==> config.mk <==
export PLATFORM = sky130hd
export DESIGN_NAME = regxfer_seq
export DESIGN_NICKNAME = d
export VERILOG_FILES = /design/src/rtl/regxfer_pkg.sv /design/src/rtl/regxfer_agen.sv /design/src/rtl/regxfer_idxcalc.sv /design/src/rtl/regxfer_ctrl.sv /design/src/rtl/regxfer_seq.sv
export SDC_FILE = /design/constraint.sdc
export NUM_CORES = 1
export LEC_CHECK = 0
export BUFFER_PORTS_ARGS = -buffer_cell sky130_fd_sc_hd__buf_4
export CAP_MARGIN = 5
export CORE_UTILIZATION = 30
export DETAILED_ROUTE_END_ITERATION = 16
export SLEW_MARGIN = 30
export SYNTH_ARGS = -nofsm -noshare
export SYNTH_HDL_FRONTEND = slang
export SYNTH_SLANG_ARGS = --single-unit
==> constraint.sdc <==
create_clock -name clk -period 3.22 [get_ports clk]
set_clock_uncertainty 0.1 [all_clocks]
set_input_delay 0.161 -clock clk [delete_from_list [all_inputs] [get_ports clk]]
set_output_delay 0.161 -clock clk [all_outputs]
set_load 0.1 [all_outputs]
==> src/rtl/regxfer_pkg.sv <==
package regxfer_pkg;

    typedef enum logic {
        XFER_STORE = 1'b0,
        XFER_LOAD  = 1'b1
    } xfer_dir_e;

    // Encoding is {keep_idx, inc_by_x}
    typedef enum logic [1:0] {
        IDX_FULL  = 2'b00,
        IDX_BY_X  = 2'b01,
        IDX_HOLD  = 2'b10,
        IDX_CLASH = 2'b11
    } idx_mode_e;

    typedef enum logic {
        SEQ_IDLE = 1'b0,
        SEQ_RUN  = 1'b1
    } seq_state_e;

    function automatic idx_mode_e pack_mode(input logic by_x, input logic hold);
        return idx_mode_e'({hold, by_x});
    endfunction

    function automatic logic mode_is_clash(input idx_mode_e m);
        return m == IDX_CLASH;
    endfunction

endpackage

==> src/rtl/regxfer_agen.sv <==
module regxfer_agen #(
    parameter int AW        = 16,
    parameter int NARROW_AW = 12
) (
    input  logic [AW-1:0] base,
    input  logic [AW-1:0] offset,
    input  logic          wide,
    output logic [AW-1:0] addr
);
    localparam logic [AW-1:0] NARROW_MASK = AW'((1 << NARROW_AW) - 1);
    localparam logic [AW-1:0] WIDE_MASK   = '1;

    logic [AW-1:0] sum;

    always_comb begin
        sum  = base + offset;
        addr = sum & (wide ? WIDE_MASK : NARROW_MASK);
    end
endmodule

==> src/rtl/regxfer_idxcalc.sv <==
module regxfer_idxcalc
    import regxfer_pkg::*;
#(
    parameter int AW        = 16,
    parameter int NARROW_AW = 12,
    parameter int XW        = 4
) (
    input  logic [AW-1:0] base,
    input  logic [XW-1:0] last,
    input  idx_mode_e     mode,
    input  logic          wide,
    output logic [AW-1:0] idx_next
);
    logic [AW-1:0] span;
    logic [AW-1:0] delta;

    always_comb begin
        span = {{(AW-XW){1'b0}}, last};
        unique case (mode)
            IDX_HOLD: delta = '0;
            IDX_BY_X: delta = span;
            default:  delta = span + AW'(1); // full step, also on a clash
        endcase
    end

    regxfer_agen #(.AW(AW), .NARROW_AW(NARROW_AW)) u_wrap (
        .base   (base),
        .offset (delta),
        .wide   (wide),
        .addr   (idx_next)
    );
endmodule

==> src/rtl/regxfer_ctrl.sv <==
module regxfer_ctrl
    import regxfer_pkg::*;
#(
    parameter int XW = 4
) (
    input  logic          clk,
    input  logic          rst,
    input  logic          start,
    input  logic [XW-1:0] x,
    output logic          accept,
    output logic          busy,
    output logic          at_last,
    output logic [XW-1:0] cnt,
    output logic          done
);
    seq_state_e    state;
    logic [XW-1:0] last_q;

    assign busy    = (state == SEQ_RUN);
    assign accept  = start && !busy;
    assign at_last = busy && (cnt == last_q);

    always_ff @(posedge clk) begin
        if (rst) begin
            state  <= SEQ_IDLE;
            cnt    <= '0;
            last_q <= '0;
            done   <= 1'b0;
        end else begin
            done <= 1'b0;
            unique case (state)
                SEQ_IDLE: begin
                    if (start) begin
                        state  <= SEQ_RUN;
                        cnt    <= '0;
                        last_q <= x;
                    end
                end
                SEQ_RUN: begin
                    if (cnt == last_q) begin
                        state <= SEQ_IDLE;
                        done  <= 1'b1;
                    end else begin
                        cnt <= cnt + XW'(1);
                    end
                end
                default: state <= SEQ_IDLE;
            endcase
        end
    end
endmodule

==> src/rtl/regxfer_seq.sv <==
module regxfer_seq
    import regxfer_pkg::*;
#(
    parameter int AW        = 16,
    parameter int NARROW_AW = 12,
    parameter int DW        = 8,
    parameter int NREG      = 16,
    localparam int XW       = $clog2(NREG)
) (
    input  logic          clk,
    input  logic          rst,
    input  logic          start,
    input  logic          dir_load,
    input  logic [XW-1:0] x,
    input  logic [AW-1:0] idx_in,
    input  logic          inc_by_x,
    input  logic          keep_idx,
    input  logic          wide_addr,
    output logic [AW-1:0] mem_addr,
    output logic          mem_we,
    output logic          mem_re,
    output logic [DW-1:0] mem_wdata,
    input  logic [DW-1:0] mem_rdata,
    output logic [XW-1:0] rf_idx,
    output logic          rf_we,
    output logic [DW-1:0] rf_wdata,
    input  logic [DW-1:0] rf_rdata,
    output logic          busy,
    output logic          done,
    output logic [AW-1:0] idx_out,
    output logic          cfg_err
);
    typedef struct packed {
        xfer_dir_e     dir;
        idx_mode_e     mode;
        logic          wide;
        logic [AW-1:0] base;
        logic [XW-1:0] last;
    } job_t;

    job_t          job;
    logic          accept;
    logic          at_last;
    logic [XW-1:0] cnt;
    logic [AW-1:0] idx_next;
    logic          is_load;

    assign cfg_err = mode_is_clash(pack_mode(inc_by_x, keep_idx));

    regxfer_ctrl #(.XW(XW)) u_ctrl (
        .clk     (clk),
        .rst     (rst),
        .start   (start),
        .x       (x),
        .accept  (accept),
        .busy    (busy),
        .at_last (at_last),
        .cnt     (cnt),
        .done    (done)
    );

    always_ff @(posedge clk) begin
        if (rst) begin
            job <= '{dir: XFER_STORE, mode: IDX_FULL, wide: 1'b0, base: '0, last: '0};
        end else if (accept) begin
            job.dir  <= xfer_dir_e'(dir_load);
            job.mode <= pack_mode(inc_by_x, keep_idx);
            job.wide <= wide_addr;
            job.base <= idx_in;
            job.last <= x;
        end
    end

    regxfer_agen #(.AW(AW), .NARROW_AW(NARROW_AW)) u_agen (
        .base   (job.base),
        .offset ({{(AW-XW){1'b0}}, cnt}),
        .wide   (job.wide),
        .addr   (mem_addr)
    );

    regxfer_idxcalc #(.AW(AW), .NARROW_AW(NARROW_AW), .XW(XW)) u_idx (
        .base     (job.base),
        .last     (job.last),
        .mode     (job.mode),
        .wide     (job.wide),
        .idx_next (idx_next)
    );

    always_ff @(posedge clk) begin
        if (rst) begin
            idx_out <= '0;
        end else if (at_last) begin
            idx_out <= idx_next;
        end
    end

    assign is_load   = (job.dir == XFER_LOAD);
    assign mem_we    = busy && !is_load;
    assign mem_re    = busy && is_load;
    assign rf_we     = busy && is_load;
    assign rf_idx    = cnt;
    assign mem_wdata = rf_rdata;
    assign rf_wdata  = mem_rdata;
endmodule

-- Word level (Yosys, flattened, before mapping)
Index checks and enable logic that the tools add are counted.
- word-level logic and storage cells: 41
- bits in registers: 50
- input port bits: 43
- output and inout bits: 58
- reduce and logical (&&, ||, !) cells: 9
- muxes and demuxes: 9
- $add $sub $neg: 4
- bitwise logic cells: 3
- eq/ne operators: 6
- operators by type and width (cell ; count):
    $and A16 B16 Y16 ; 2
    $pmux W16 S2 ; 1
    $add A16 B16 Y16 ; 1
    $add A16 B4 Y16 ; 1
    $mux W16 ; 1
    $mux W4 ; 2
    $pmux W4 S2 ; 1
    $add A4 B1 Y5 const B ; 1
    $add A4 B1 Y4 const B ; 1
    $eq A2 B2 Y1 const B ; 2
    $eq A4 B4 Y1 ; 1
    $logic_and A1 B1 Y1 ; 4
    $ne A2 B2 Y1 const B ; 2
    $reduce_and A2 Y1 ; 2
    $mux W1 ; 3
    $eq A2 B1 Y1 const B ; 1
    $logic_not A1 Y1 ; 2
    $pmux W1 S2 ; 1
    $reduce_or A2 Y1 ; 1
    $not A1 Y1 ; 1

-- Longest topological paths before layout
Gate-level depths: netlist (run 1).
- depth after elaboration: 4
- mapped depth: 13
- depth with buffers taken out: 12

-- Modules after synthesis
Synthesis (run 1) repeated with hierarchy kept, for this count alone.
- cell total of the unflattened synthesis: 438
- area total of the unflattened synthesis: 3827.4 sq um
- by module, submodules not included (module ; sequential area each (sq um) ; area an instance (sq um) ; times used ; cells each):
    regxfer_seq ; 800.8 ; 1610.3 ; 1 ; 150
    regxfer_agen (u_idx.u_wrap) ; 0.0 ; 829.5 ; 1 ; 112
    regxfer_agen (u_agen) ; 0.0 ; 795.8 ; 1 ; 109
    regxfer_ctrl ; 200.2 ; 479.2 ; 1 ; 52
    regxfer_idxcalc ; 0.0 ; 112.6 ; 1 ; 15

-- Worst setup path before layout (run 1)
OpenSTA, ideal clock, no wires.
- path type: register to output
- start point: reg u_ctrl.cnt[0]
- end point: out mem_addr[10]
- arrival: 3948 ps
- cell stages (with the launch flop): 9
- setup slack: -989 ps
- buffers on the path: 0
- cell sequence: dfxtp_1 ha_1 inv_1 fa_1 nor2b_1 o21ai_0 a21oi_1 nand2_1 xnor2_1
- longest elaborated chain between the ends: 2
- ends and longest elaborated chain (what ; RTL line ; text):
    start: declaration ; regxfer_ctrl.sv:13 ; output logic [XW-1:0] cnt,
    start signal: assignment ; regxfer_ctrl.sv:44 ; cnt <= cnt + XW'(1);
    $add A16 B4 Y16 ; regxfer_agen.sv:16 ; sum = base + offset;
    $and A16 B16 Y16 ; regxfer_agen.sv:17 ; addr = sum & (wide ? WIDE_MASK : NARROW_MASK);
    end: declaration ; regxfer_seq.sv:19 ; output logic [AW-1:0] mem_addr,
No other way between the ends.

-- Worst setup path after layout (run 1)
- start point: reg u_ctrl.cnt[0]
- end point: out mem_addr[14]
Same word-level chain as after synthesis.

==> results of run 1 <==
## metrics by stage
stage	util, %	hold slack [ps]	instance area, sq um	setup slack (ps)
4_1_cts	39.11	0.5453	3477	132.8
3_3_place_gp	37.39	222.7	3324	274.6
3_5_place_dp	37.39	222.7	3324	157.1
6_report	39.35	7.355	3498	202.8
5_1_grt	39.35	1.730	3498	3.927
2_1_floorplan	-	146.6	2887	-196.2
## layout by cell type, fill, tap and decap left out, types with 9 or more instances in the layout
master   count
nand2_1     71
buf_4       71
dfxtp_1     44
a21oi_1     41
nor2_1      13
xor2_1      13
ha_1        12
inv_1       11
xnor2_1     10
nand3_1      9
o21ai_0      9
## cell type report
| type | instances | share of cell area, % |
|---|---|---|
| inverter | 11 | 1.180 |
| timing repair buffer | 76 | 16.67 |
| tap | 108 | 3.863 |
| sequential | 46 | 26.39 |
| multi-input combinational | 253 | 48.68 |
| clock inverter | 1 | 0.8584 |
| clock buffer | 6 | 2.361 |
## per-layer routing
metal	track usage (%)	up-vias	part of all wire, %
li1	-	1236	-
met1	20.95	1079	52
met2	21.18	65	43
met3	2.695	5	4.2
met4	4.248	0	0.95
met5	0	-	0
## how the worst max path moves through the flow
stage | end | slack (ps) | depth (start not counted)
after global placement | idx_out[14] | 270 | 12
after detailed placement | idx_out[14] | 160 | 12
after floorplan | mem_addr[10] | -200 | 8
final | mem_addr[14] | 200 | 9
after global routing | mem_addr[14] | 4 | 9
after CTS | idx_out[14] | 130 | 12
## flip-flops by register name, summed over array words and instances, names as in the netlist
name and cells:
idx_out 16, job 23, u_ctrl.busy 1, is_load 1
u_ctrl.cnt 4, u_ctrl.done 1
## critical path: cells and delay by family (launching register included)
kind | cells | cell delay [ps]
AOI/OAI and AO/OA | 2 | 630
xor gates and xnor gates | 1 | 170
adders and majority gates | 2 | 600
buffers and inverters | 2 | 330
DFF | 1 | 420
and+or+nand+nor | 2 | 280
## cell families (layout without fill, tap and decap cells)
group	after synthesis	after routing	share of synthesized area, %
compound gates	74	74	17.69
buf+inv	49	94	9.696
mux	2	2	0.7596
fa+ha+maj	14	14	6.792
simple gates	132	132	22.48
flops	46	46	32.89
xor+xnor	31	31	9.696
## power by group through the flow
| stage | sequential, mW | clock (mW) | combinational (mW) |
|---|---|---|---|
| floorplan | 0.739 | 0 | 0.366 |
| global placement | 0.661 | 0 | 0.448 |
| detailed placement | 0.662 | 0 | 0.452 |
| CTS | 0.648 | 0.454 | 0.458 |
| global route | 0.655 | 0.476 | 0.484 |
| finish | 0.648 | 0.440 | 0.456 |
## repair_timing
action | CTS | global route
hold buffers | 4 | 1
resized for setup | 0 | 3
setup buffers | 0 | 0
endpoints found under the hold margin | 4 | 1
setup endpoints to repair | 0 | 4
## cells in the mapped netlist (all sizes together)
master   count
nand3       10
o21ba        1
or3          2
o41ai        1
and3         1
nor2        14
a21oi       41
nor2b        5
and2b        1
clkbuf      14
nor3         3
a31o         3
nor3b        3
buf         24
a211oi       8
ha          12
dfxtp       46
o211ai       1
a21o         2
a2111oi      1
inv         11
o21bai       1
mux2         1
and2        10
o21a         1
nor4         1
o21ai       10
nand4        2
nand3b       3
and4         3
nand2b       2
o2111ai      3
xnor2       14
mux2i        1
fa           2
xor2        17
nand2       72
a21boi       1
==> results.yml, run 1 <==
sta:
  finalMaxSlewViolations: 0
  tns_ps: 0
  period_minus_slack_ps: 3017
  hold_viol_final: 0
  worst_pin_slew_ps: 578.9
  finalSetupViolCount: 0
  grt_setup_unrepaired: "no"
  fin_crit_sh_pct: 93.70
  fmax_mhz: 331.4
  slew_headroom_pct: 61.24
finish:
  area_growth_pct: 24.93
  fin_cells: 501
  fillers: 911
  multiInputGateArea_sq_um: 1703
  antenna_cells: 0
  drive_gt1_share_pct: 27.74
  fin_nets: 450
  regArea_sq_um: 923.4
floorplanning:
  core_area_sq_um: 8891
  ios: 101
  die_y_um: 98.61
  start_util_pct: 31.49
  die_w_um: 98.61
  die-area_sq_um: 9724
  row_count: 34
worst_hold_path:
  worstHoldPathCells: 3
  min_path_type: "input port to flop"
  hold_start: "idx_in[10]"
  hold_end: "job[14]"
route:
  vias: 2385
  post_drt_wl_per_cell_um: 13.39
  vias_per_cell: 4.760
  wl_um: 6707
  drc: 0
  ant_nets: 0
  firstDrtPassIters: 4
  drtIter0Drc: 125
worst_setup_path:
  r2r_slack_ps: 230
  reg2reg_to: "idx_out[14]"
  cp-end-kind: "output pin"
  crit_start: "u_ctrl.cnt[0]"
  cpPeakStageDelay_ps: 440
  critPathKind: "flop to output pin"
  reg2reg_depth: 12
  required_ps: 2960
  r2r-start: "job[22]"
  crit_fanout: 7
  worst_ep_arrival_time_ps: 2760
  start_kind: "flop"
  slowest_stage: "a2111oi_2"
  crit_chain: "ha_1 -> inv_1 -> fa_1 -> nor2b_1 -> o21ai_0 -> a2111oi_2 -> xor2_1 -> and2_2 -> buf_4"
yosys:
  ys_ff_latch: 46
  synth_area_sq_um: 2800
  syn_inst: 348
  synth_top_area_share_pct: 32.89
  yosysWarnings: 0
  synth_area_leaders: "dfxtp_1, nand2_1, a21oi_1, ha_1, xor2_1"
  syn_area_per_cell_sq_um: 8.047
  synth.distinct_cells: 47
  syn_nets: 405
  synth_top_cell_by_area: "dfxtp_1"
  yosysSeqAreaShare_pct: 32.89
grt:
  track_usage_pct: 14.29
  grt_start_max_net_pins: 48
  antenna_found_initial: 0
  grt_pass1_wl_um: 11130
  grt.overflow.total: 0
  grt_pass1_vias: 2243
cts:
  clk_latency_ps: 300
  cts_sinks: 46
  cts_root_buf: "clkbuf_8"
  cts_tree: "done"
  htreeDepth: 2
  cts.reportedPaths.clkPinSlew_ps: 90
  numCtsBuffers: 5
  cts_buffer_depth: 2
placed_design:
  dp_hpwl_um: 5168
  port_buffers: 68
  gp_congestion: 0.8512
  dp.cells: 489
pwr:
  internal-power_mw: 0.9819
  combPwrFrac_pct: 29.6
  p_per_area_nw_per_um2: 441.5
  p_sw_share_pct: 36.43
  p_leak_nw: 1.475
  clockPowerShare_pct: 28.5
  seqPwrFrac_pct: 42.0
  p_switching_mw: 0.5626
  peakVddDrop_mv: 0.1575
  p_total_mw: 1.544
run_status:
  status: "finished clean"
flow_run:
  cap_violations: 0
Power figures use the tool's default switching activity.
==> run 2, diff against run 1 <==
--- a/config.mk
+++ b/config.mk
@@ -7,6 +7,7 @@
 export LEC_CHECK = 0
 export BUFFER_PORTS_ARGS = -buffer_cell sky130_fd_sc_hd__buf_4
 export CAP_MARGIN = 5
+export CORE_MARGIN = 2
 export CORE_UTILIZATION = 30
 export DETAILED_ROUTE_END_ITERATION = 16
 export SLEW_MARGIN = 30
==> run 2 against run 1 <==
  * Total power is 0.27% higher
  * Count of clock-buffer cells in the layout is 1 lower
  * Sequential power hardly changed
  * Critical endpoint unchanged
  * Largest cell class unchanged
  * Largest power group unchanged
  * Highest routed layer unchanged
==> results.yml, run 2 (same netlist as run 1, synthesis figures left out) <==
sta:
  finalMaxSlewViolations: 0
  period_minus_slack_ps: 3015
  worst_pin_slew_ps: 587.2
  fmax_mhz: 331.6
  fin_crit_sh_pct: 93.65
  grt_setup_unrepaired: "no"
  slew_headroom_pct: 60.68
  hold_viol_final: 0
  finalSetupViolCount: 0
  fin_ws_ps: 204.6
finish:
  largest_reg_flops: 23
  fin_nets: 456
  drive_gt1_share_pct: 27.50
  multiInputGateArea_sq_um: 1703
  largest_register: "job"
  fillers: 924
  final_area_sq_um: 3563
  reg.largest.list: "job (23), idx_out (16), u_ctrl.cnt (4)"
  utilization_pct: 38.93
  mostFrequentLayoutCells: "nand2_1, buf_4, dfxtp_1, a21oi_1"
  regArea_sq_um: 923.4
  antenna_cells: 0
  area_growth_pct: 27.26
grt:
  grt_start_max_net_pins: 48
  grt_pass1_wl_um: 11150
  grt_pass1_vias: 2258
  grt.overflow.total: 0
  antenna_found_initial: 0
  track_usage_pct: 13.84
worst_setup_path:
  reg2reg_depth: 12
  slowest_stage: "dfxtp_2"
  start_kind: "flop"
  reg2reg_to: "idx_out[14]"
  crit_chain: "ha_1 -> inv_1 -> fa_1 -> nor2b_1 -> o21ai_0 -> a2111oi_2 -> xor2_1 -> and2_2 -> buf_4"
  r2r_slack_ps: 250
  cpPeakStageDelay_ps: 420
  worst_ep_arrival_time_ps: 2750
  r2r-start: "job[22]"
  crit_start: "u_ctrl.cnt[0]"
  required_ps: 2960
  crit_fanout: 7
  cp-end-kind: "output pin"
  critPathKind: "flop to output pin"
route:
  vias: 2388
  ant_nets: 0
  vias_per_cell: 4.673
  firstDrtPassIters: 4
  drtIter0Drc: 92
  drc: 0
  wl_um: 6888
  post_drt_wl_per_cell_um: 13.48
placed_design:
  pre_cts_ws_ps: 176.1
  placed_area_sq_um: 3328
  dp_hpwl_um: 5165
  port_buffers: 68
  gp_congestion: 0.8702
pwr:
  peakVddDrop_mv: 0.1680
  p_per_area_nw_per_um2: 434.6
  p_leak_nw: 1.493
worst_hold_path:
  hold_end: "job[13]"
  worstHoldPathCells: 3
  min_path_type: "input port to flop"
  hold_start: "idx_in[9]"
floorplanning:
  core_area_sq_um: 9153
  start_util_pct: 30.59
  row_count: 35
  ios: 101
  die-area_sq_um: 10120
  die_w_um: 100.6
  die_y_um: 100.6
flow_run:
  cap_violations: 0
cts:
  clk_latency_ps: 300
  htreeDepth: 2
  cts_buffer_depth: 2
  numCtsBuffers: 5
  cts_tree: "done"
  cts_root_buf: "clkbuf_8"
  cts.reportedPaths.clkPinSlew_ps: 90
  cts_sinks: 46
run_status:
  status: "finished clean"
run 2: where the power goes:
part           internal (mW)  leakage, nW  switching, mW  total [mW]
combinational          0.136         1.07          0.325       0.461
clock                  0.231       0.0504          0.209       0.440
sequential             0.602        0.377         0.0463       0.648
total                  0.969         1.49          0.580        1.55
run 2: what timing repair did:
action	in CTS	in global routing
endpoints found under the hold margin	11	0
resized for setup	0	2
hold buffers	11	0
buffers inserted	0	0
setup endpoints to repair	0	3
run 2: per-layer routing:
layer  GRT usage, %  up-vias  wire, um
met5              0        -         0
met4          5.479        0       109
met3          1.872       10       294
met2          21.08       60      3037
met1          19.71     1069      3448
li1               -     1249         -
run 2: worst max-delay path: cells and delay by family, from the launching register on:
family                     cells  cell delay [ps]
DFF                            1              420
buffers and inverters          2              340
and+or+nand+nor                2              300
adders and majority gates      2              610
AOI/OAI and AO/OA              2              620
xor gates and xnor gates       1              160
run 2: worst max-delay path by stage:
stage,to,slack [ps],cells after the start
after CTS,mem_addr[14],120,9
after global placement,idx_out[14],260,12
after detailed placement,idx_out[14],180,12
after floorplan,mem_addr[10],-200,8
after global routing,mem_addr[14],20,9
final,mem_addr[14],200,9
run 2: layout make-up:
class / count / area share, %
multi-input combinational: 253 / 47.79
sequential: 46 / 25.91
timing repair buffer: 82 / 18.05
tap: 111 / 3.897
clock buffer: 5 / 1.931
clock inverter: 3 / 1.264
inverter: 11 / 1.159
run 2: metrics by stage:
step                hold slack [ps]  power (mW)  std cells  TNS, ps
global route                  10.95       1.623        511        0
detailed placement            222.7       1.114        492        0
global placement              222.7       1.110        492        0
finish                        9.103       1.549        511        0
CTS                           4.536       1.567        511        0
floorplan                     146.6       1.105        348   -347.4
